## config.mk

```make
export PLATFORM = sky130hd
export DESIGN_NAME = clksynth_reload_ctrl
export DESIGN_NICKNAME = d
export VERILOG_FILES = /design/src/rtl/clkrl_pkg.sv /design/src/rtl/clkrl_shifter.sv /design/src/rtl/clkrl_watchdog.sv /design/src/rtl/clksynth_reload_ctrl.sv
export SDC_FILE = /design/constraint.sdc
export NUM_CORES = 1
export LEC_CHECK = 0
export ABC_AREA = 1
export CAP_MARGIN = 10
export CORE_MARGIN = 5
export CORE_UTILIZATION = 50
export DETAILED_ROUTE_END_ITERATION = 10
export PLACE_DENSITY_LB_ADDON = 0.1
export SLEW_MARGIN = 40
export SYNTH_ARGS = -nofsm -noshare
export SYNTH_HDL_FRONTEND = slang
export SYNTH_SLANG_ARGS = --single-unit
```

## constraint.sdc

```tcl
create_clock -name clk -period 2.2 [get_ports clk]
set_clock_uncertainty 0.2 [all_clocks]
set_input_delay 0.22 -clock clk [delete_from_list [all_inputs] [get_ports clk]]
set_output_delay 0.22 -clock clk [all_outputs]
set_load 0.01 [all_outputs]
```

## src/rtl/clkrl_pkg.sv

```systemverilog
package clkrl_pkg;

    typedef enum logic [2:0] {
        ST_IDLE    = 3'd0,
        ST_LEAD    = 3'd1,
        ST_SHIFT   = 3'd2,
        ST_UPDATE  = 3'd3,
        ST_WAIT_HI = 3'd4,
        ST_WAIT_LO = 3'd5,
        ST_RESET   = 3'd6,
        ST_FINISH  = 3'd7
    } seq_state_e;

endpackage

```

## src/rtl/clkrl_shifter.sv

```systemverilog
// Parallel-in, serial-out register with a bit counter, MSB leaves first.
module clkrl_shifter #(
    parameter int WORD_W = 144
) (
    input  logic              clk,
    input  logic              rst_n,
    input  logic              load_i,
    input  logic [WORD_W-1:0] word_i,
    input  logic              shift_i,
    output logic              bit_o,
    output logic              last_o
);
    localparam int CNT_W = (WORD_W > 2) ? $clog2(WORD_W) : 1;

    typedef struct packed {
        logic [WORD_W-1:0] sh;
        logic [CNT_W-1:0]  cnt;
    } shf_t;

    shf_t shf_d, shf_q;

    always_comb begin
        shf_d = shf_q;
        if (load_i) begin
            shf_d.sh  = word_i;
            shf_d.cnt = '0;
        end else if (shift_i) begin
            shf_d.sh  = {shf_q.sh[WORD_W-2:0], 1'b0};
            shf_d.cnt = shf_q.cnt + 1'b1;
        end
    end

    always_ff @(posedge clk or negedge rst_n) begin
        if (!rst_n) shf_q <= '0;
        else        shf_q <= shf_d;
    end

    assign bit_o  = shf_q.sh[WORD_W-1];
    assign last_o = (shf_q.cnt == CNT_W'(WORD_W - 1));

endmodule

```

## src/rtl/clkrl_watchdog.sv

```systemverilog
// Counts consecutive run cycles; flags the last permitted one.
module clkrl_watchdog #(
    parameter int LIMIT = 4096
) (
    input  logic clk,
    input  logic rst_n,
    input  logic run_i,
    output logic expired_o
);
    localparam int WD_W = (LIMIT > 2) ? $clog2(LIMIT) : 1;

    typedef struct packed {
        logic [WD_W-1:0] cnt;
    } wd_t;

    wd_t wd_d, wd_q;
    logic at_end;

    assign at_end = (wd_q.cnt == WD_W'(LIMIT - 1));

    always_comb begin
        wd_d = wd_q;
        if (!run_i)       wd_d.cnt = '0;
        else if (!at_end) wd_d.cnt = wd_q.cnt + 1'b1;
    end

    always_ff @(posedge clk or negedge rst_n) begin
        if (!rst_n) wd_q <= '0;
        else        wd_q <= wd_d;
    end

    assign expired_o = run_i && at_end;

endmodule

```

## src/rtl/clksynth_reload_ctrl.sv

```systemverilog
module clksynth_reload_ctrl
    import clkrl_pkg::*;
#(
    parameter int WORD_W      = 144,
    parameter int WDOG_CYCLES = 4096,
    parameter int RST_LEN     = 1
) (
    input  logic              clk,
    input  logic              rst_n,
    input  logic              start_i,
    input  logic [WORD_W-1:0] cfg_word_i,
    input  logic              loop_changed_i,
    input  logic              done_i,
    output logic              scan_en_o,
    output logic              scan_data_o,
    output logic              update_o,
    output logic              synth_rst_o,
    output logic              busy_o,
    output logic              finished_o,
    output logic              fault_o
);
    localparam int RC_W = (RST_LEN > 2) ? $clog2(RST_LEN) : 1;

    typedef struct packed {
        seq_state_e      st;
        logic            chg;
        logic            fault;
        logic [RC_W-1:0] rcnt;
    } ctl_t;

    ctl_t ctl_d, ctl_q;
    logic load, shift, last_bit, ser_bit, wd_run, wd_expired;

    clkrl_shifter #(.WORD_W(WORD_W)) shifter_i (
        .clk     (clk),
        .rst_n   (rst_n),
        .load_i  (load),
        .word_i  (cfg_word_i),
        .shift_i (shift),
        .bit_o   (ser_bit),
        .last_o  (last_bit)
    );

    assign wd_run = (ctl_q.st == ST_WAIT_HI) || (ctl_q.st == ST_WAIT_LO);

    clkrl_watchdog #(.LIMIT(WDOG_CYCLES)) wdog_i (
        .clk       (clk),
        .rst_n     (rst_n),
        .run_i     (wd_run),
        .expired_o (wd_expired)
    );

    always_comb begin
        ctl_d = ctl_q;
        load  = 1'b0;
        shift = 1'b0;
        unique case (ctl_q.st)
            ST_IDLE: begin
                if (start_i) begin
                    ctl_d.st    = ST_LEAD;
                    ctl_d.chg   = loop_changed_i;
                    ctl_d.fault = 1'b0;
                    load        = 1'b1;
                end
            end
            ST_LEAD:   ctl_d.st = ST_SHIFT;
            ST_SHIFT: begin
                shift = 1'b1;
                if (last_bit) ctl_d.st = ST_UPDATE;
            end
            ST_UPDATE: ctl_d.st = ST_WAIT_HI;
            ST_WAIT_HI: begin
                if (done_i) begin
                    ctl_d.st = ST_WAIT_LO;
                end else if (wd_expired) begin
                    ctl_d.st    = ST_FINISH;
                    ctl_d.fault = 1'b1;
                end
            end
            ST_WAIT_LO: begin
                if (!done_i) begin
                    ctl_d.st   = ctl_q.chg ? ST_RESET : ST_FINISH;
                    ctl_d.rcnt = '0;
                end else if (wd_expired) begin
                    ctl_d.st    = ST_FINISH;
                    ctl_d.fault = 1'b1;
                end
            end
            ST_RESET: begin
                if (ctl_q.rcnt == RC_W'(RST_LEN - 1)) ctl_d.st = ST_FINISH;
                else                                  ctl_d.rcnt = ctl_q.rcnt + 1'b1;
            end
            ST_FINISH: ctl_d.st = ST_IDLE;
            default:   ctl_d.st = ST_IDLE;
        endcase
    end

    always_ff @(posedge clk or negedge rst_n) begin
        if (!rst_n) begin
            ctl_q.st    <= ST_IDLE;
            ctl_q.chg   <= 1'b0;
            ctl_q.fault <= 1'b0;
            ctl_q.rcnt  <= '0;
        end else begin
            ctl_q <= ctl_d;
        end
    end

    assign scan_en_o   = (ctl_q.st == ST_LEAD) || (ctl_q.st == ST_SHIFT);
    assign scan_data_o = (ctl_q.st == ST_SHIFT) && ser_bit;
    assign update_o    = (ctl_q.st == ST_UPDATE);
    assign synth_rst_o = (ctl_q.st == ST_RESET);
    assign busy_o      = (ctl_q.st != ST_IDLE);
    assign finished_o  = (ctl_q.st == ST_FINISH);
    assign fault_o     = ctl_q.fault;

endmodule


```

## Yosys cells after proc, flatten, opt, wreduce, memory -nomap -nowiden

Index checks and enable logic that the tools add are counted.

- Flip-flop bits (word level): 170
- Bits of input ports: 149
- Output and inout port bits: 7
- Word-level logic and storage cells: 61

- Add/sub/neg operators: 3
- Equal/unequal tests: 16
- Multiplexer cells: 22
- Reductions and logical operators: 13

Operators with widths:

| cell | number |
|---|---|
| $mux 152 | 2 |
| $mux 12 | 2 |
| $pmux 3 s8 | 1 |
| $mux 3 | 5 |
| $ne 2x2->1 const B | 7 |
| $add 12x1->12 const B | 1 |
| $eq 12x12->1 const B | 1 |
| $eq 3x3->1 const B | 4 |
| $mux 1 | 9 |
| $add 8x1->8 const B | 1 |
| $eq 8x8->1 const B | 1 |
| $eq 3x2->1 const B | 2 |
| $reduce_bool 3->1 | 2 |
| $mux 5 | 1 |
| $reduce_and 2->1 | 2 |
| $reduce_and 4->1 | 1 |
| $reduce_bool 2->1 | 2 |
| $eq 3x1->1 const B | 1 |
| $logic_not 3->1 | 1 |
| $pmux 1 s3 | 1 |
| $reduce_and 3->1 | 1 |
| $logic_and 1x1->1 | 2 |
| $logic_or 1x1->1 | 2 |
| $pmux 1 s2 | 1 |
| $add 1x1->1 const B | 1 |

## Longest topological paths before layout

Gate-level depths: netlist of the first run.

- Word-level depth: 6
- Mapped depth: 7
- Depth with buffers taken out: 7

## Cells and area by module

Synthesis of the first run repeated with hierarchy kept, for this count alone.

- Cell total of the unflattened synthesis: 833
- Area total of the unflattened synthesis: 7649.8 um2

By module, submodules not included:

| module | instances | cells an instance | area an instance (um2) | sequential area each (um2) |
|---|---|---|---|---|
| clkrl_shifter | 1 | 686 | 6570.1 | 3803.6 |
| clkrl_watchdog | 1 | 92 | 737.0 | 300.3 |
| clksynth_reload_ctrl | 1 | 55 | 342.8 | 125.1 |

## Worst setup path before layout of the first run

OpenSTA, ideal clock, no wires.

- Kind: register to register
- From: register wdog_i.wd_q[0] in the netlist's numbering
- To: register ctl_q[4] in the netlist's numbering
- Library setup time: 66 ps
- Arrival time: 1446 ps
- Data required time: 1934 ps
- Setup slack: 487 ps
- Cell stages (with the launch flop): 8
- Path buffers: 0
- Clock period less this slack: 1713 ps
- Cell sequence: dfrtp_1 > ha_1 > nand2_1 > nor2_1 > nand3_2 > nor2_4 > o21ai_0 > nand2_1

- Longest elaborated chain between the ends: 5
- Elaborated cells between the ends (all ways): 6
- Classes of those cells: eq/ne: 1; mux: 4; reduce/logical: 1

Ends and longest elaborated chain:

| what | RTL line | source |
|---|---|---|
| from (decl) | clkrl_watchdog.sv:16 | `wd_t wd_d, wd_q;` |
| from (signal assigned) | clkrl_watchdog.sv:29 | `else wd_q <= wd_d;` |
| $eq 12x12->1 (*) | clkrl_watchdog.sv:19 | `assign at_end = (wd_q.cnt == WD_W'(LIMIT - 1));` |
| $logic_and 1x1->1 (*) | clkrl_watchdog.sv:32 | `assign expired_o = run_i && at_end;` |
| $mux 3 (*) | - |  |
| $mux 3 (on tied branches) | - |  |
| $pmux 3 s8 (*) | - |  |
| to (signal assigned) | clksynth_reload_ctrl.sv:105 | `ctl_q <= ctl_d;` |
| to (decl) | clksynth_reload_ctrl.sv:31 | `ctl_t ctl_d, ctl_q;` |

Mark *: on every way between the ends. The rest lies on a longest branch, timed or not.
A chain may end at the register's enable or synchronous reset.

## Worst setup path in the final report of the first run

- From: register ctl_q[5] in the netlist's numbering
- To: register shifter_i.shf_q[1] in the netlist's numbering

- Longest elaborated chain between the ends: 3
- Elaborated cells between the ends (all ways): 6
- Classes of those cells: eq/ne: 1; mux: 3; reduce/logical: 2

Ends and longest elaborated chain:

| what | RTL line | source |
|---|---|---|
| $eq 3x2->1 or $logic_not 3->1 (tied branches) | clksynth_reload_ctrl.sv:57 | `unique case (ctl_q.st)` |
| $mux 1 | clksynth_reload_ctrl.sv:57 |  |
| $reduce_bool 2->1 (no line) or $mux 152 (tied branches) | - |  |
| to (signal assigned) | clkrl_shifter.sv:34 | `if (!rst_n) shf_q <= '0;` |
| to (signal assigned) | clkrl_shifter.sv:35 | `else shf_q <= shf_d;` |
| to (decl) | clkrl_shifter.sv:20 | `shf_t shf_d, shf_q;` |

Parallel ways exist; a longest one is shown, timed or not.

==> summary.md, run 1 <==
| Metric | Value |
|---|---|
| Outcome | `completed` |
| Top FF cell, synth | `dfrtp_1` |
| Worst skew pair latency | `0.41 ns` |
| Clock power frac | `23.4%` |
| Layout Utilization | `66.0%` |
| Synth-to-Final Area Change | `30.7%` |
| Tot GR Track Use | `20.8%` |
| Area post-placement | `9340 µm²` |
| Worst setup margin | `0.102 ns` |
| Post-CTS Repair Setup Buffers | `0` |
| Synth top area cells | `dfrtp_1, o221ai_1, nand2_1` |
| CP max FO | `147` |
| Cell count after synthesis | `810` |
| Synth top area share | `55.5%` |
| Final hold violation count | `0` |
| Root Buffer | `clkbuf_16` |
| CTS Buf Count | `17` |
| Rows | `45` |
| Core area | `15100 µm²` |
| Max rail drop VDD | `0.000837 V` |
| Initial Util | `50.5%` |
| Fill count | `1215` |
| Most frequent cell after synthesis | `nand2_1` |
| Power Internal | `8.09 mW` |
| Final Critical Period | `2.10 ns` |
| Largest net degree at the start of global routing | `148` |
| Setup TNS | `0 ns` |
| ANT cells | `0` |
| Net Sw Frac | `35.6%` |
| Element type at the critical path end | `register` |
| Final instance area | `9960 µm²` |
| Vias in the first global route | `6373` |
| Fin. max-slew vios | `0` |
| GP Congestion | `0.852` |
| Post-synth EDFFs | `0` |
| Vias | `6342` |
| Max-slew headroom | `49.5%` |
| NetSw | `4.48 mW` |
| Startpoint Class | `register` |
| Seq/Total Area, Yosys | `55.5%` |
| Comb power frac | `37.5%` |
| Total grt overflow | `0` |
| Buffers added on ports | `155` |
| CTS max path bufs | `2` |
| Via density | `5.50` |
| Worst path required time | `2.30 ns` |
| Routed WL per cell | `15.7 µm` |
| Hold crit path type | `primary input to async pin` |
| Share of power burned in registers | `39.1%` |
| Setup WS pre-CTS | `0.219 ns` |
| Final Net Count | `1103` |
| Initial antenna violation count | `0` |
| MaxCap Viol Count | `0` |
| Antenna Nets Post-Route | `0` |
| PwrDens | `1260 nW/µm²` |
| Clock transition at path regs | `0.07 ns` |
| Syn Area/Cell | `9.41 µm²` |
| 1st-iter DRT viols | `363` |
| Distinct cells, synth | `27` |
| Die X-Extent | `133 µm` |
| Drt first pass iters | `5` |
| Share of cells above drive strength 1 | `6.53%` |
| Die H | `133 µm` |
| Lkg Pwr | `4.38 nW` |
| Tcrit/Tclk final | `95.4%` |
| Die Area | `17800 µm²` |
| # IOs | `156` |
| Slew @ Worst Pin | `0.757 ns` |
| DRC | `0` |
| Post-synth ARST share | `100%` |
| Post-synthesis register bit count | `169` |
| Max Freq | `0.477 GHz` |
| TritonCTS clock tree | `done` |
| Synth area leader | `dfrtp_1` |
| RSZ-0062 raised after global routing | `false` |
| Arrival @ worst endpoint | `2.20 ns` |
| YS warnings | `0` |
| First-pass GRT wire length | `30300 µm` |
| Routed wire length | `18100 µm` |
| Syn Nets | `961` |
| Detailed Place HPWL | `12300 µm` |
| Cell area after synthesis | `7620 µm²` |
| Clock sink total | `169` |
| Crit Path Class | `register to register` |
| H-Tree Depth | `4` |
| Most frequent cells after synthesis | `nand2_1, dfrtp_1, inv_1` |
| # setup viols final | `0` |
==> per-stage QoR <==
stage / instances / total power, mW / hold WS, ns
2_1_floorplan: 810 / 8.35 / -0.276
3_3_place_gp: 1120 / 9.37 / 0.00608
3_5_place_dp: 1120 / 9.68 / 0.0101
4_1_cts: 1153 / 12.7 / 0.130
5_1_grt: 1153 / 13.5 / 0.165
6_report: 1153 / 12.6 / 0.126
==> repair_timing <==
item	CTS	global route
hold endpoints to repair	49	0
hold buffers	1	0
endpoints found under the setup margin	3	3
gates resized for setup	6	2
==> cell families (layout without fill, tap and decap cells) <==
family	count (synthesis)	after routing	synth area share (%)
and+or+nand+nor	249	249	13.6
adders and majority gates	2	2	0.328
DFF	169	169	55.5
xor gates and xnor gates	3	3	0.345
AOI/OAI and AO/OA	168	168	18.2
buffers and inverters	219	374	12.0
==> per-layer routing <==
metal	routed length [µm]	share of wire, %	GRT usage (%)
met1	8060	45	28.6
met2	8830	49	32.9
met3	1020	5.6	5.44
met4	168	0.93	5.66
met5	0	0	0
==> worst max-delay path, stage by stage (launching register included) <==
cell,delay (ns)
dfrtp_2,0.43
inv_2,0.11
nand3_4,0.13
buf_12,0.40
inv_1,0.22
a22o_1,0.28
==> cells in the final DEF, fill, tap and decap left out, types with 2 or more instances in the layout <==
cell type and n:
clkdlybuf4s50_1 151, inv_1 166, clkinvlp_4 6, ha_1 2, o221ai_1 142, inv_2 3
nor2_1 18, a21oi_1 6, clkinv_4 5, dlygate4sd2_1 2, nand2_1 184, xor2_1 3
a31oi_1 3, nand4_1 4, o21bai_1 2, nor2_4 2, nand3_4 2, dfrtp_2 3
buf_12 6, dfrtp_1 166, o21ai_1 3, nor3_1 12, clkbuf_16 17, nand3_1 22
o21ai_0 10, bufinv_16 2, buf_4 10
==> flip-flops by register name (all words and copies together) (netlist names) <==
name	cells
wdog_i.wd_q	12
fault_o	1
ctl_q	4
shifter_i.bit_o	1
shifter_i.shf_q	151
==> path summary, 6_finish.rpt <==
path / from / end / slack [ns] / depth (start not counted)
worst max-delay path: ctl_q[5] / shifter_i.shf_q[1] / 0.10 / 5
worst max register to register: ctl_q[5] / shifter_i.shf_q[1] / 0.10 / 5
min in group clk: cfg_word_i[0] / shifter_i.shf_q[8] / 0.18 / 3
worst min-delay path: rst_n / wdog_i.wd_q[3] / 0.13 / 2
max in group asynchronous: rst_n / shifter_i.shf_q[38] / 0.97 / 3
worst min register to register: shifter_i.shf_q[105] / shifter_i.shf_q[105] / 0.32 / 2
==> area by class of cell <==
cell class                      instances  area [µm²]  share of cell area (%)
Tap cell                              188         235                    2.36
Clock inverter                         13         149                    1.49
Inverter                              170         641                    6.43
Sequential cell                       169        4230                    42.5
Timing Repair Buffer                  172        1760                    17.7
Clock buffer                           19         443                    4.45
Multi-Input combinational cell        422        2500                    25.1
==> power groups by stage <==
stage               Sequential (mW)  Combinational, mW  Clock [mW]
finish                         4.92               4.72        2.94
global route                   5.04               5.31        3.13
CTS                            4.91               4.75        3.00
detailed placement             4.95               4.73           0
global placement               4.90               4.47           0
floorplan                      4.82               3.53           0
(Power assumes the default switching activity.)
==> run 2: changes to the inputs <==
CORE_UTILIZATION = 52   (was 50)
CTS_BUF_LIST = sky130_fd_sc_hd__clkbuf_8 sky130_fd_sc_hd__clkbuf_16   (was default)
==> summary.md, run 2 (same netlist as run 1, synthesis figures left out) <==
| Metric | Value |
|---|---|
| MaxCap Viol Count | `0 (unchanged)` |
| Vias in the first global route | `6156 (was 6373)` |
| CTS max path bufs | `2 (unchanged)` |
| Worst path depth | `3 (was 5)` |
| Routed WL per cell | `15.3 µm (was 15.7 µm)` |
| Crit Path Class | `register to primary output (was register to register)` |
| Net Sw Frac | `34.2% (was 35.6%)` |
| Die H | `131 µm (was 133 µm)` |
| Die Area | `17200 µm² (was 17800 µm²)` |
| Final Net Count | `1107 (was 1103)` |
| Comb power frac | `36.7% (was 37.5%)` |
| Die X-Extent | `131 µm (was 133 µm)` |
| Tcrit/Tclk final | `94.7% (was 95.4%)` |
| Antenna Nets Post-Route | `0 (unchanged)` |
| Fin. max-slew vios | `0 (unchanged)` |
| Most flop-heavy register | `shifter_i.shf_q (unchanged)` |
| Vias | `6242 (was 6342)` |
| Final hold violation count | `0 (unchanged)` |
| Hold crit path type | `primary input to async pin (unchanged)` |
| Element type at the critical path end | `primary output (was register)` |
| Largest regs | `shifter_i.shf_q: 151 flops, wdog_i.wd_q: 12 flops, ctl_q: 4 flops (unchanged)` |
| Worst path required time | `1.78 ns (was 2.30 ns)` |
| Clock sink total | `169 (unchanged)` |
| PwrDens | `1290 nW/µm² (was 1260 nW/µm²)` |
| Buffers added on ports | `155 (unchanged)` |
| CP peak stage delay | `0.57 ns (was 0.43 ns)` |
| Root Buffer | `clkbuf_16 (unchanged)` |
| Total grt overflow | `0 (unchanged)` |
| Clock transition at path regs | `0.07 ns (about the same)` |
| Detailed Place HPWL | `12200 µm (was 12300 µm)` |
| Reg2Reg Launch Point | `ctl_q[4] (was ctl_q[5])` |
| Share of cells above drive strength 1 | `7.02% (was 6.53%)` |
| Buffer and inverter count on the worst path | `1 (was 3)` |
| H-Tree Depth | `4 (unchanged)` |
| Drt first pass iters | `5 (unchanged)` |
| Worst Setup SP | `ctl_q[3] (was ctl_q[5])` |
| CP max FO | `6 (was 147)` |
| Max-slew headroom | `51.1% (was 49.5%)` |
| R2r worst-path depth | `4 (was 5)` |
| Synth-to-Final Area Change | `32.2% (was 30.7%)` |
| Crit-path cells | `nand2_1 > nor2_1 > clkdlybuf4s50_1 (was inv_2 > nand3_4 > buf_12 > inv_1 > a22o_1)` |
| Tot GR Track Use | `20.6% (was 20.8%)` |
| Fill count | `1150 (was 1215)` |
| CTS Buf Count | `17 (unchanged)` |
| Setup WS pre-CTS | `0.226 ns (was 0.219 ns)` |
| Worst setup margin | `0.117 ns (was 0.102 ns)` |
| Startpoint Class | `register (unchanged)` |
| Rows | `44 (was 45)` |
| Largest net degree at the start of global routing | `92 (was 148)` |
| Setup TNS | `0 ns (unchanged)` |
| 1st-iter DRT viols | `369 (was 363)` |
| Share of power burned in registers | `37.9% (was 39.1%)` |
| Routed wire length | `17700 µm (was 18100 µm)` |
| CP max-delay cell | `clkdlybuf4s50_1 (was dfrtp_2)` |
| First-pass GRT wire length | `28500 µm (was 30300 µm)` |
| Area post-placement | `9370 µm² (was 9340 µm²)` |
| NetSw | `4.44 mW (was 4.48 mW)` |
| Outcome | `completed (unchanged)` |
| Most frequent cells in the layout | `nand2_1, inv_1, dfrtp_1 (unchanged)` |
| Lkg Pwr | `4.47 nW (was 4.38 nW)` |
| Arrival @ worst endpoint | `1.66 ns (was 2.20 ns)` |
| Initial antenna violation count | `0 (unchanged)` |
| Core area | `14500 µm² (was 15100 µm²)` |
| ANT cells | `0 (unchanged)` |
| Power Internal | `8.52 mW (was 8.09 mW)` |
| Largest register FFs | `151 (unchanged)` |
| Via density | `5.41 (was 5.50)` |
| Clock power frac | `25.4% (was 23.4%)` |
| TritonCTS clock tree | `done (unchanged)` |
| Worst skew pair latency | `0.42 ns (was 0.41 ns)` |
| GP Congestion | `0.825 (was 0.852)` |
| DRC | `0 (unchanged)` |
| Final instance area | `10100 µm² (was 9960 µm²)` |
| # IOs | `156 (unchanged)` |
| # setup viols final | `0 (unchanged)` |
| RSZ-0062 raised after global routing | `false (unchanged)` |
| Slew @ Worst Pin | `0.733 ns (was 0.757 ns)` |
| Max Freq | `0.480 GHz (was 0.477 GHz)` |
| Initial Util | `52.6% (was 50.5%)` |
| Max rail drop VDD | `0.000791 V (was 0.000837 V)` |
| Final Critical Period | `2.08 ns (was 2.10 ns)` |
| Family with the most delay on the worst path | `buffers and inverters (unchanged)` |
| Commonest non-fill, non-tap cell in the layout | `nand2_1 (unchanged)` |
==> run 2: cell types whose count changed in the layout (fill, tap and decap cells not counted), sizes merged <==
cell,before,now
inv,170,171
buf,17,21
clkinvlp,6,0
bufinv,2,6
clkinv,5,8
clkbuf,19,17
==> run 2: power groups by stage <==
stage               logic (mW)  registers, mW  clock network (mW)
global route              5.30           5.02                3.48
CTS                       4.75           4.91                3.35
detailed placement        4.70           4.95                   0
floorplan                 3.53           4.82                   0
global placement          4.46           4.90                   0
finish                    4.75           4.91                3.30
==> run 2: final cells by class <==
class,count,area (µm²),share of cell area [%]
Multi-Input combinational cell,422,2510,24.9
Sequential cell,169,4230,42.0
Timing Repair Buffer,176,1800,17.9
Tap cell,184,230,2.29
Clock buffer,17,425,4.22
Inverter,170,643,6.38
Clock inverter,15,231,2.30
==> run 2: path summary, 6_finish.rpt <==
kind / endpoint / slack, ns
min in group clk: ctl_q[2] / 0.18
worst max-delay path: update_o / 0.12
worst max register to register: shifter_i.shf_q[45] / 0.23
max in group asynchronous: shifter_i.shf_q[14] / 1.02
worst min register to register: fault_o / 0.31
worst min-delay path: wdog_i.wd_q[1] / 0.13
==> run 2: routing by layer <==
layer  part of all wire, %  vias to the layer above  track usage (%)
li1                      -                     3037                -
met1                    44                     3006             27.9
met2                    49                      179             33.2
met3                   5.5                       20             4.35
met4                   1.5                        0             7.32
met5                     0                        -                0
==> run 2: stage by stage <==
| step | hold slack [ns] | power [mW] | util [%] | std cells |
|---|---|---|---|---|
| floorplan | -0.276 | 8.35 | - | 810 |
| global placement | 0.0165 | 9.37 | 64.7 | 1119 |
| detailed placement | 0.0273 | 9.65 | 64.7 | 1119 |
| CTS | 0.152 | 13.0 | 69.5 | 1152 |
| global route | 0.167 | 13.8 | 69.6 | 1153 |
| finish | 0.127 | 13.0 | 69.6 | 1153 |
==> run 2: worst register-to-register path, delay by kind of cell, from the launching register on <==
kind / cells / cell delay (ns)
buffers and inverters: 2 / 0.76
flip-flops: 1 / 0.45
AO/OA/AOI/OAI: 1 / 0.27
AND/OR/NAND/NOR: 1 / 0.14
==> run 2: repair_timing <==
action,in CTS,in global routing
cloned,0,0
gates resized for setup,9,2
setup buffers,0,1
setup endpoints to repair,3,2
hold buffers,1,0
endpoints found under the hold margin,127,0
